<file path="src/rtl/gpio_pkg.sv">
package gpio_pkg;
  typedef enum logic [1:0] {
    SEL_NONE = 2'd0,
    SEL_DATA = 2'd1,
    SEL_DIR  = 2'd2,
    SEL_PU   = 2'd3
  } reg_sel_e;
endpackage

</file>
<file path="src/rtl/gpio_regfile.sv">
module gpio_regfile
  import gpio_pkg::*;
#(
  parameter int W        = 8,
  parameter int AW       = 8,
  parameter int DATA_OFS = 0,
  parameter int DIR_OFS  = 4,
  parameter int PU_OFS   = 13
) (
  input  logic          clk,
  input  logic          rst_n,
  input  logic [AW-1:0] addr,
  input  logic          wr,
  input  logic [W-1:0]  wdata,
  output reg_sel_e      sel,
  output logic [W-1:0]  latch_q,
  output logic [W-1:0]  dir_q,
  output logic [W-1:0]  pu_q
);
  localparam logic [AW-1:0] A_DATA = AW'(DATA_OFS);
  localparam logic [AW-1:0] A_DIR  = AW'(DIR_OFS);
  localparam logic [AW-1:0] A_PU   = AW'(PU_OFS);

  always_comb begin
    unique case (addr)
      A_DATA:  sel = SEL_DATA;
      A_DIR:   sel = SEL_DIR;
      A_PU:    sel = SEL_PU;
      default: sel = SEL_NONE;
    endcase
  end

  always_ff @(posedge clk or negedge rst_n) begin
    if (!rst_n) begin
      latch_q <= '0;
      dir_q   <= '0;
      pu_q    <= '0;
    end else if (wr) begin
      case (sel)
        SEL_DATA: latch_q <= wdata;
        SEL_DIR:  dir_q   <= wdata;
        SEL_PU:   pu_q    <= wdata;
        default:  ;
      endcase
    end
  end

  // latch takes data regardless of direction
  a_r2_latch_write: assert property (@(posedge clk) disable iff (!rst_n)
    (wr && sel == SEL_DATA) |=> latch_q == $past(wdata));

  // unmapped writes leave all state untouched
  a_r9_unmapped_write: assert property (@(posedge clk) disable iff (!rst_n)
    (wr && sel == SEL_NONE) |=> ($stable(latch_q) && $stable(dir_q) && $stable(pu_q)));

  // no write strobe, no register change
  a_r10_hold: assert property (@(posedge clk) disable iff (!rst_n)
    !wr |=> ($stable(latch_q) && $stable(dir_q) && $stable(pu_q)));
endmodule

</file>
<file path="src/rtl/gpio_sync.sv">
module gpio_sync #(
  parameter int W      = 8,
  parameter int STAGES = 2
) (
  input  logic         clk,
  input  logic         rst_n,
  input  logic [W-1:0] d,
  output logic [W-1:0] q
);
  logic [W-1:0] stg [STAGES];

  for (genvar s = 0; s < STAGES; s++) begin : g_stage
    always_ff @(posedge clk or negedge rst_n) begin
      if (!rst_n) stg[s] <= '0;
      else if (s == 0) stg[s] <= d;
      else stg[s] <= stg[(s == 0) ? 0 : s-1];
    end
  end

  assign q = stg[STAGES-1];

  if (STAGES >= 2) begin : g_chk
    // each stage carries the previous one forward by one edge
    a_r7_stage_shift: assert property (@(posedge clk) disable iff (!rst_n)
      1'b1 |=> stg[STAGES-1] == $past(stg[STAGES-2]));
  end
endmodule

</file>
<file path="src/rtl/gpio_readback.sv">
module gpio_readback
  import gpio_pkg::*;
#(
  parameter int W = 8
) (
  input  logic         clk,
  input  logic         rst_n,
  input  logic         rd,
  input  reg_sel_e     sel,
  input  logic [W-1:0] latch_q,
  input  logic [W-1:0] dir_q,
  input  logic [W-1:0] pu_q,
  input  logic [W-1:0] pin_s,
  output logic [W-1:0] rdata,
  output logic [W-1:0] pu_eff
);
  logic [W-1:0] data_view;

  for (genvar b = 0; b < W; b++) begin : g_bit
    assign data_view[b] = dir_q[b] ? latch_q[b] : pin_s[b];
    assign pu_eff[b]    = pu_q[b] & ~dir_q[b];
  end

  always_comb begin
    rdata = '0;
    if (rd) begin
      case (sel)
        SEL_DATA: rdata = data_view;
        SEL_DIR:  rdata = dir_q;
        SEL_PU:   rdata = pu_q;
        default:  rdata = '0;
      endcase
    end
  end

  // unmapped or idle reads give zero
  a_r8_unmapped_read: assert property (@(posedge clk) disable iff (!rst_n)
    (!rd || sel == SEL_NONE) |-> rdata == '0);
endmodule

</file>
<file path="src/rtl/gpio_port.sv">
module gpio_port
  import gpio_pkg::*;
#(
  parameter int W           = 8,
  parameter int AW          = 8,
  parameter int DATA_OFS    = 0,
  parameter int DIR_OFS     = 4,
  parameter int PU_OFS      = 13,
  parameter int SYNC_STAGES = 2
) (
  input  logic          clk,
  input  logic          rst_n,
  input  logic [AW-1:0] bus_addr,
  input  logic          bus_wr,
  input  logic [W-1:0]  bus_wdata,
  input  logic          bus_rd,
  output logic [W-1:0]  bus_rdata,
  input  logic [W-1:0]  pad_in,
  output logic [W-1:0]  pad_oe,
  output logic [W-1:0]  pad_out,
  output logic [W-1:0]  pad_pu
);
  reg_sel_e     sel;
  logic [W-1:0] latch_q, dir_q, pu_q, pin_s;

  gpio_regfile #(.W(W), .AW(AW), .DATA_OFS(DATA_OFS), .DIR_OFS(DIR_OFS), .PU_OFS(PU_OFS)) u_regs (
    .clk(clk), .rst_n(rst_n), .addr(bus_addr), .wr(bus_wr), .wdata(bus_wdata),
    .sel(sel), .latch_q(latch_q), .dir_q(dir_q), .pu_q(pu_q)
  );

  gpio_sync #(.W(W), .STAGES(SYNC_STAGES)) u_sync (
    .clk(clk), .rst_n(rst_n), .d(pad_in), .q(pin_s)
  );

  gpio_readback #(.W(W)) u_rb (
    .clk(clk), .rst_n(rst_n), .rd(bus_rd), .sel(sel), .latch_q(latch_q),
    .dir_q(dir_q), .pu_q(pu_q), .pin_s(pin_s), .rdata(bus_rdata), .pu_eff(pad_pu)
  );

  assign pad_oe  = dir_q;
  assign pad_out = latch_q;

  // pullup never requested on a driven pin
  a_r4_pu_gated: assert property (@(posedge clk) disable iff (!rst_n)
    (pad_pu & pad_oe) == '0);

  // an output bit reads back its latch value
  a_r3_out_readback: assert property (@(posedge clk) disable iff (!rst_n)
    (bus_rd && bus_addr == AW'(DATA_OFS)) |-> ((bus_rdata & pad_oe) == (pad_out & pad_oe)));
endmodule

</file>
<file path="config.mk">
export PLATFORM = sky130hd
export DESIGN_NAME = gpio_port
export DESIGN_NICKNAME = d
export VERILOG_FILES = /design/src/rtl/gpio_pkg.sv /design/src/rtl/gpio_regfile.sv /design/src/rtl/gpio_sync.sv /design/src/rtl/gpio_readback.sv /design/src/rtl/gpio_port.sv
export SDC_FILE = /design/constraint.sdc
export NUM_CORES = 1
export LEC_CHECK = 0
export BUFFER_PORTS_ARGS = -buffer_cell sky130_fd_sc_hd__buf_4
export CORE_MARGIN = 10
export CORE_UTILIZATION = 50
export CTS_BUF_LIST = sky130_fd_sc_hd__clkbuf_4
export DETAILED_ROUTE_END_ITERATION = 8
export HOLD_SLACK_MARGIN = 0.03
export PLACE_DENSITY = 0.78
export RECOVER_POWER = 25
export SLEW_MARGIN = 20
export SYNTH_ARGS = -nofsm -noshare
export SYNTH_HDL_FRONTEND = slang
export SYNTH_SLANG_ARGS = --single-unit
</file>
<file path="constraint.sdc">
create_clock -name clk -period 1.69 [get_ports clk]
set_input_delay 0.2535 -clock clk [delete_from_list [all_inputs] [get_ports clk]]
set_output_delay 0.2535 -clock clk [all_outputs]
set_load 0.05 [all_outputs]
</file>
==> metrics.txt, run 1 <==
met1 usage=20.5%; register bit count reported by yosys=40; final hold vios=0; M2 GR Usage=between 30% and 40%; dpl cell area=2660 um2; total die area=6350 um2; CTS Buf Count=5; clock buffer depth=2; core area=3390 um2; layout cells sized above 1=62.9%; GR peak layer=met2; syn avg cell area=13.5 um2; I/O pin cnt=60; worst setup margin=-0.134 ns; relative slew slack=36.2%; Buffers on Ports=59; max frequency=548 MHz; unrepaired setup endpoints after global routing=yes; post-synthesis xor/xnor area fraction=0.984%; n_diodes=0; post-layout util=88.0%; largest net degree at the start of global routing=41; GR Util All Layers=between 10% and 20%; Detailed Route Iter0 Violations=73; synth warn=0; crit path capture type=primary output; failing checks=setup timing; Post-Layout Inst Area=2980 um2; Post-Route WL=5770 um; WP data required=1.44 ns; Synth Area in Adders=0%; Initial Utilization=about 53%; Placer Congestion=0.753; vias=1544; initial antenna violation count=0; post-synthesis mux area share=15.2%; CTS tree=built; Clock Skew=0.0129 ns; status=finished, violations left; drt pass-1 iters=4; Cells after Synth=132; largest family of logic cells by synthesized area=simple AND/OR/NAND/NOR gates; post-route minimum period=1.82 ns; Filler cells=152; Seq/Total Area, Yosys=around 56%; DRC Markers=0; remaining antenna violation count after routing=0; Lkg Pwr=1.41 nW; Simple-Gate Fraction of Synth Area=15.4%; Critical Path AT=1.57 ns; Synth-to-Final Area Change=67.6%; final hold slack=0.151 ns; Worst-path clk slew=0.11 ns; Post-Syn Nets=160; Slew @ Worst Pin=0.957 ns; complex-gate fraction of the synthesized area=9.35%; clk sinks=40; Final nets=267; Chip Height=approximately 80 um; routing usage on met3=6.31%; chip width=79.7 um; vias in the first global route=1779; # setup viols final=8; setup TNS=-0.924 ns; Worst VDD drop=0.584 mV; Power Dens Cells=around 670 nW/um2; Worst-Skew Late Latency=0.35 ns; Maximum Capacitance Violations=0; crit path kind=input port to primary output; crit share post-route=108%; vias per cell=around 5.4; distinct cell type count after synthesis=21; worst-path fanout max=4; first-pass GRT wire length=9330 um; Avg WL per Cell=about 20 um; H-tree levels=2; worst min path class=input port to flop; Root Driver=clkbuf_4; grt ovf=0; max-slew violations=0; critical path startpoint category=input port; DPL Wire Length=about 3800 um; number of cell rows=21; Netlist Area Pre-Place=1780 um2
per-stage QoR:
step | setup WS (ns) | std cells | total power, mW
6_report | -0.134 | 286 | 1.99
5_1_grt | -0.207 | 286 | 2.07
4_1_cts | -0.112 | 286 | 1.99
3_5_place_dp | -0.330 | 264 | 1.48
3_3_place_gp | -0.325 | 264 | 1.46
2_1_floorplan | -0.426 | 132 | 1.26
flip-flops by register name, summed over array words and instances (netlist names):
register and flops:
u_sync.stg 8, u_regs.dir_q 8, u_sync.q 8, u_regs.latch_q 8
u_regs.pu_q 8
layout by cell type, fill, tap and decap left out:
cell type	synthesis	layout
buf_4	0	70
dfrtp_1	40	40
mux2_2	24	24
nor2b_1	17	16
clkbuf_4	0	15
buf_6	0	14
inv_1	9	9
dlygate4sd3_1	0	9
nor3_1	9	8
a221oi_2	0	8
o32ai_4	0	8
nand3_4	2	3
and3_1	1	1
nor3_2	0	1
nor4_4	1	1
o2111ai_4	1	1
nand2b_1	1	1
xor2_1	1	1
nor2b_4	0	1
xnor2_1	1	1
nor4b_4	0	1
nor4_1	1	1
and2_1	1	1
nand4_4	1	1
clkinv_1	0	1
clkbuf_2	0	1
buf_12	0	1
buf_8	0	1
power by group:
part | leakage (nW) | total [mW] | switching (mW) | internal, mW
registers | 0.517 | 1.04 | 0.0348 | 1.00
clock network | 0.0338 | 0.484 | 0.292 | 0.192
logic | 0.861 | 0.471 | 0.269 | 0.201
Yosys cell counts:
| cell type | count | area share (%) |
|---|---|---|
| and2_1 | 1 | 0.35 |
| o32ai_1 | 8 | 3.9 |
| nor3_1 | 9 | 2.5 |
| o2111ai_4 | 1 | 1.5 |
| nand3_1 | 1 | 0.28 |
| dfrtp_1 | 40 | 56 |
| nor2b_1 | 17 | 6.0 |
| nor4b_2 | 1 | 0.84 |
| mux2_2 | 24 | 15 |
| and3_1 | 1 | 0.35 |
| xnor2_1 | 1 | 0.49 |
| nand2b_1 | 1 | 0.35 |
| inv_1 | 9 | 1.9 |
| nor4_1 | 1 | 0.35 |
| nand4_4 | 1 | 1.2 |
| buf_1 | 2 | 0.42 |
| a221oi_1 | 8 | 3.9 |
| xor2_1 | 1 | 0.49 |
| buf_2 | 2 | 0.56 |
| nor4_4 | 1 | 1.2 |
| nand3_4 | 2 | 2.0 |
timing repair:
action                                  CTS  global route
pin swaps                                 8             5
buffers inserted                         13             0
endpoints found under the setup margin    8             8
hold endpoints to repair                 48             0
resized for setup                        26             3
hold buffers                              9             0
routing by layer:
layer	routed length, um	share of wire, %
met1	2180	38
met2	3090	54
met3	422	7.3
met4	73	1.3
met5	0	0
cells by family after synthesis:
family                 count (synthesis)
buffers and inverters                 13
flip-flops                            40
AO/OA/AOI/OAI                         17
XOR/XNOR                               2
multiplexers                          24
AND/OR/NAND/NOR                       36
layout make-up:
class,count,area (um2),share of cell area [%]
multi-input combinational,79,962,32.2
inverter,9,33.8,1.13
clock inverter,1,3.75,0.126
sequential,40,1000,33.5
tap,46,57.6,1.93
timing repair buffer,104,873,29.3
clock buffer,7,52.6,1.76
worst paths after layout:
| check | start | to | slack (ns) | cells after the start |
|---|---|---|---|---|
| worst max-delay path | bus_addr[7] | bus_rdata[0] | -0.13 | 6 |
| worst min-delay path | bus_wdata[5] | u_regs.dir_q[5] | 0.15 | 2 |
| worst max register to register | u_regs.dir_q[0] | u_regs.dir_q[0] | 0.73 | 2 |
| worst min register to register | u_sync.stg[15] | u_sync.q[7] | 0.34 | 0 |
| max in group asynchronous | rst_n | u_regs.pu_q[4] | 0.53 | 2 |
| min in group asynchronous | rst_n | u_sync.q[7] | 0.57 | 2 |
worst max-delay path: stages:
cell and delay, ns:
buf_6 0.10, nor4_4 0.37, o2111ai_4 0.20, buf_8 0.19, o32ai_4 0.27, buf_6 0.19
Power figures use the tool's default switching activity.
==> inputs of run 2 (changes only) <==
- clock period: 1.69 -> 1.8 ns (I/O delays scaled with it)
==> run 2 against run 1 <==
  * The flow still finishes with violations (setup timing)
  * Clock-buffer cell count is 2 lower
  * Sequential share of layout area rose by 0.91 points
  * Non-clock buffer count fell by 8
  * Hold slack better by 0.016 ns
  * Total power down 1.8%
  * Critical endpoint is now bus_rdata[3]
  * Sequential cell count unchanged
  * First-iteration DRC count is 9.6% higher
  * Critical path depth is the same
  * Clock skew fell by 0.012 ns
  * Register-to-register slack worse by 0.03 ns
  * Final area is 2.5% lower
==> metrics.txt, run 2 (synthesis results as in run 1) <==
Initial Utilization=52.5% (unchanged); hold wc startpoint=bus_wdata[0]; Worst-Skew Late Latency=0.34 ns (about the same); core area=3390 um2 (unchanged); chip width=79.7 um (unchanged); Placed Cells incl. Taps=258 (-2.3%); failing checks=setup timing; initial antenna violation count=0 (unchanged); worst-path fanout max=4 (unchanged); Finished Layout Cells=278 (-2.8%); GR Util All Layers=17.6% (-1.5 points); Buffers on Ports=59 (unchanged); vias per cell=5.47 (+1.3%); Worst VDD drop=0.715 mV (+22%); Post-Layout Inst Area=2910 um2 (-2.5%); crit path kind=input port to primary output; worst setup margin=-0.0427 ns (+0.0909 ns); drt pass-1 iters=4 (unchanged); worst min path class=input port to flop; post-route minimum period=1.84 ns; most common cell after layout, fill and taps aside=buf_4; Slew @ Worst Pin=0.966 ns (+0.00955 ns); critical path startpoint category=input port; relative slew slack=35.6% (-0.64 points); Maximum Capacitance Violations=0 (unchanged); I/O pin cnt=60 (unchanged); WP data required=1.53 ns (+0.09 ns); Avg WL per Cell=19.4 um (-3.5%); remaining antenna violation count after routing=0 (unchanged); final hold vios=0 (unchanged); Final nets=259 (-3.0%); CTS tree=built; Placer Congestion=0.781 (+3.7%); Synth-to-Final Area Change=63.4%; Root Driver=clkbuf_4; Critical Path Source=bus_addr[4]; clk sinks=40 (unchanged); status=finished, violations left; unrepaired setup endpoints after global routing=yes; Power Dens Cells=673 nW/um2 (+0.74%); H-tree levels=2 (unchanged); layout cells sized above 1=61.2% (-1.7 points); vias in the first global route=1744 (-2.0%); CTS Buf Count=5 (unchanged); reg2reg start=u_regs.dir_q[7]; DRC Markers=0 (unchanged); Post-Route WL=5410 um (-6.2%); largest net degree at the start of global routing=41 (unchanged); Tot Pwr=1.96 mW (-1.8%); Clock Skew=0.000400 ns (-0.0125 ns); # setup viols final=8 (unchanged); Detailed Route Iter0 Violations=80 (+9.6%); max-slew violations=0 (unchanged); total die area=6350 um2 (unchanged); crit share post-route=102%; worst slack, placed=-0.256 ns (+0.0746 ns); number of cell rows=21 (unchanged); n_diodes=0 (unchanged); dpl cell area=2620 um2 (-1.7%); Chip Height=79.7 um (unchanged); grt ovf=0 (unchanged); max frequency=543 MHz; DPL Wire Length=3670 um (-3.3%); crit path capture type=primary output; clock buffer depth=2 (unchanged); highest-count cells in the layout ignoring fill and taps=buf_4, dfrtp_1, mux2_2, nor2b_1; Worst-path clk slew=0.11 ns (about the same); vias=1521 (-1.5%); first-pass GRT wire length=8710 um (-6.6%); Lkg Pwr=1.36 nW (-3.5%); Critical Path AT=1.57 ns (about the same)
-- run 2: changes by cell type in the layout (fill, tap and decap cells not counted), sizes merged --
cell / change
buf: -8
clkbuf: -2
bufinv: +1
clkinv: +1
-- run 2: worst paths after layout --
check	end	slack [ns]	depth (start not counted)
worst max-delay path	bus_rdata[3]	-0.04	6
worst min-delay path	u_regs.pu_q[0]	0.17	2
worst max register to register	u_regs.dir_q[7]	0.70	3
worst min register to register	u_sync.q[0]	0.36	0
max in group asynchronous	u_regs.dir_q[1]	0.54	2
min in group asynchronous	u_sync.stg[15]	0.60	2
-- run 2: metrics by stage --
step	hold slack [ns]	util, %	TNS (ns)
after floorplan	-0.0256	-	-2.79
after global placement	0.257	77.3	-2.58
after detailed placement	0.267	77.3	-2.54
after CTS	0.160	84.9	-0.217
after global routing	0.160	85.8	-0.628
final	0.168	85.8	-0.243
-- run 2: area by class of cell --
class                           count  area [um2]
Clock buffer                        5        37.5
Clock inverter                      3        37.5
Fill cell                         163         480
Inverter                            9        33.8
Multi-Input combinational cell     79         938
Sequential cell                    40        1000
Tap cell                           46        57.6
Timing Repair Buffer               96         802
-- run 2: where the power goes --
part / leakage [nW] / internal, mW / total (mW) / switching (mW)
Sequential: 0.516 / 0.942 / 0.972 / 0.0306
Combinational: 0.806 / 0.176 / 0.421 / 0.245
Clock: 0.0403 / 0.284 / 0.563 / 0.280
-- run 2: metal layers --
layer | wire length (um) | vias to the layer above | global-route usage, %
li1 | - | 686 | -
met1 | 2050 | 766 | 19.4
met2 | 2840 | 60 | 30.8
met3 | 420 | 9 | 5.97
met4 | 89 | 0 | 5.56
met5 | 0 | - | 0
-- run 2: repair_timing --
action,in CTS,in global routing
resized for setup,17,7
setup buffers,11,0
hold buffers,9,0
hold endpoints to repair,48,0
setup endpoints to repair,8,8
pin swaps,11,0
-- run 2: worst max-delay path: stages --
cell and delay (ns):
buf_6 0.10, nor4_4 0.41, o2111ai_4 0.18, buf_6 0.19
o32ai_4 0.22, buf_6 0.20
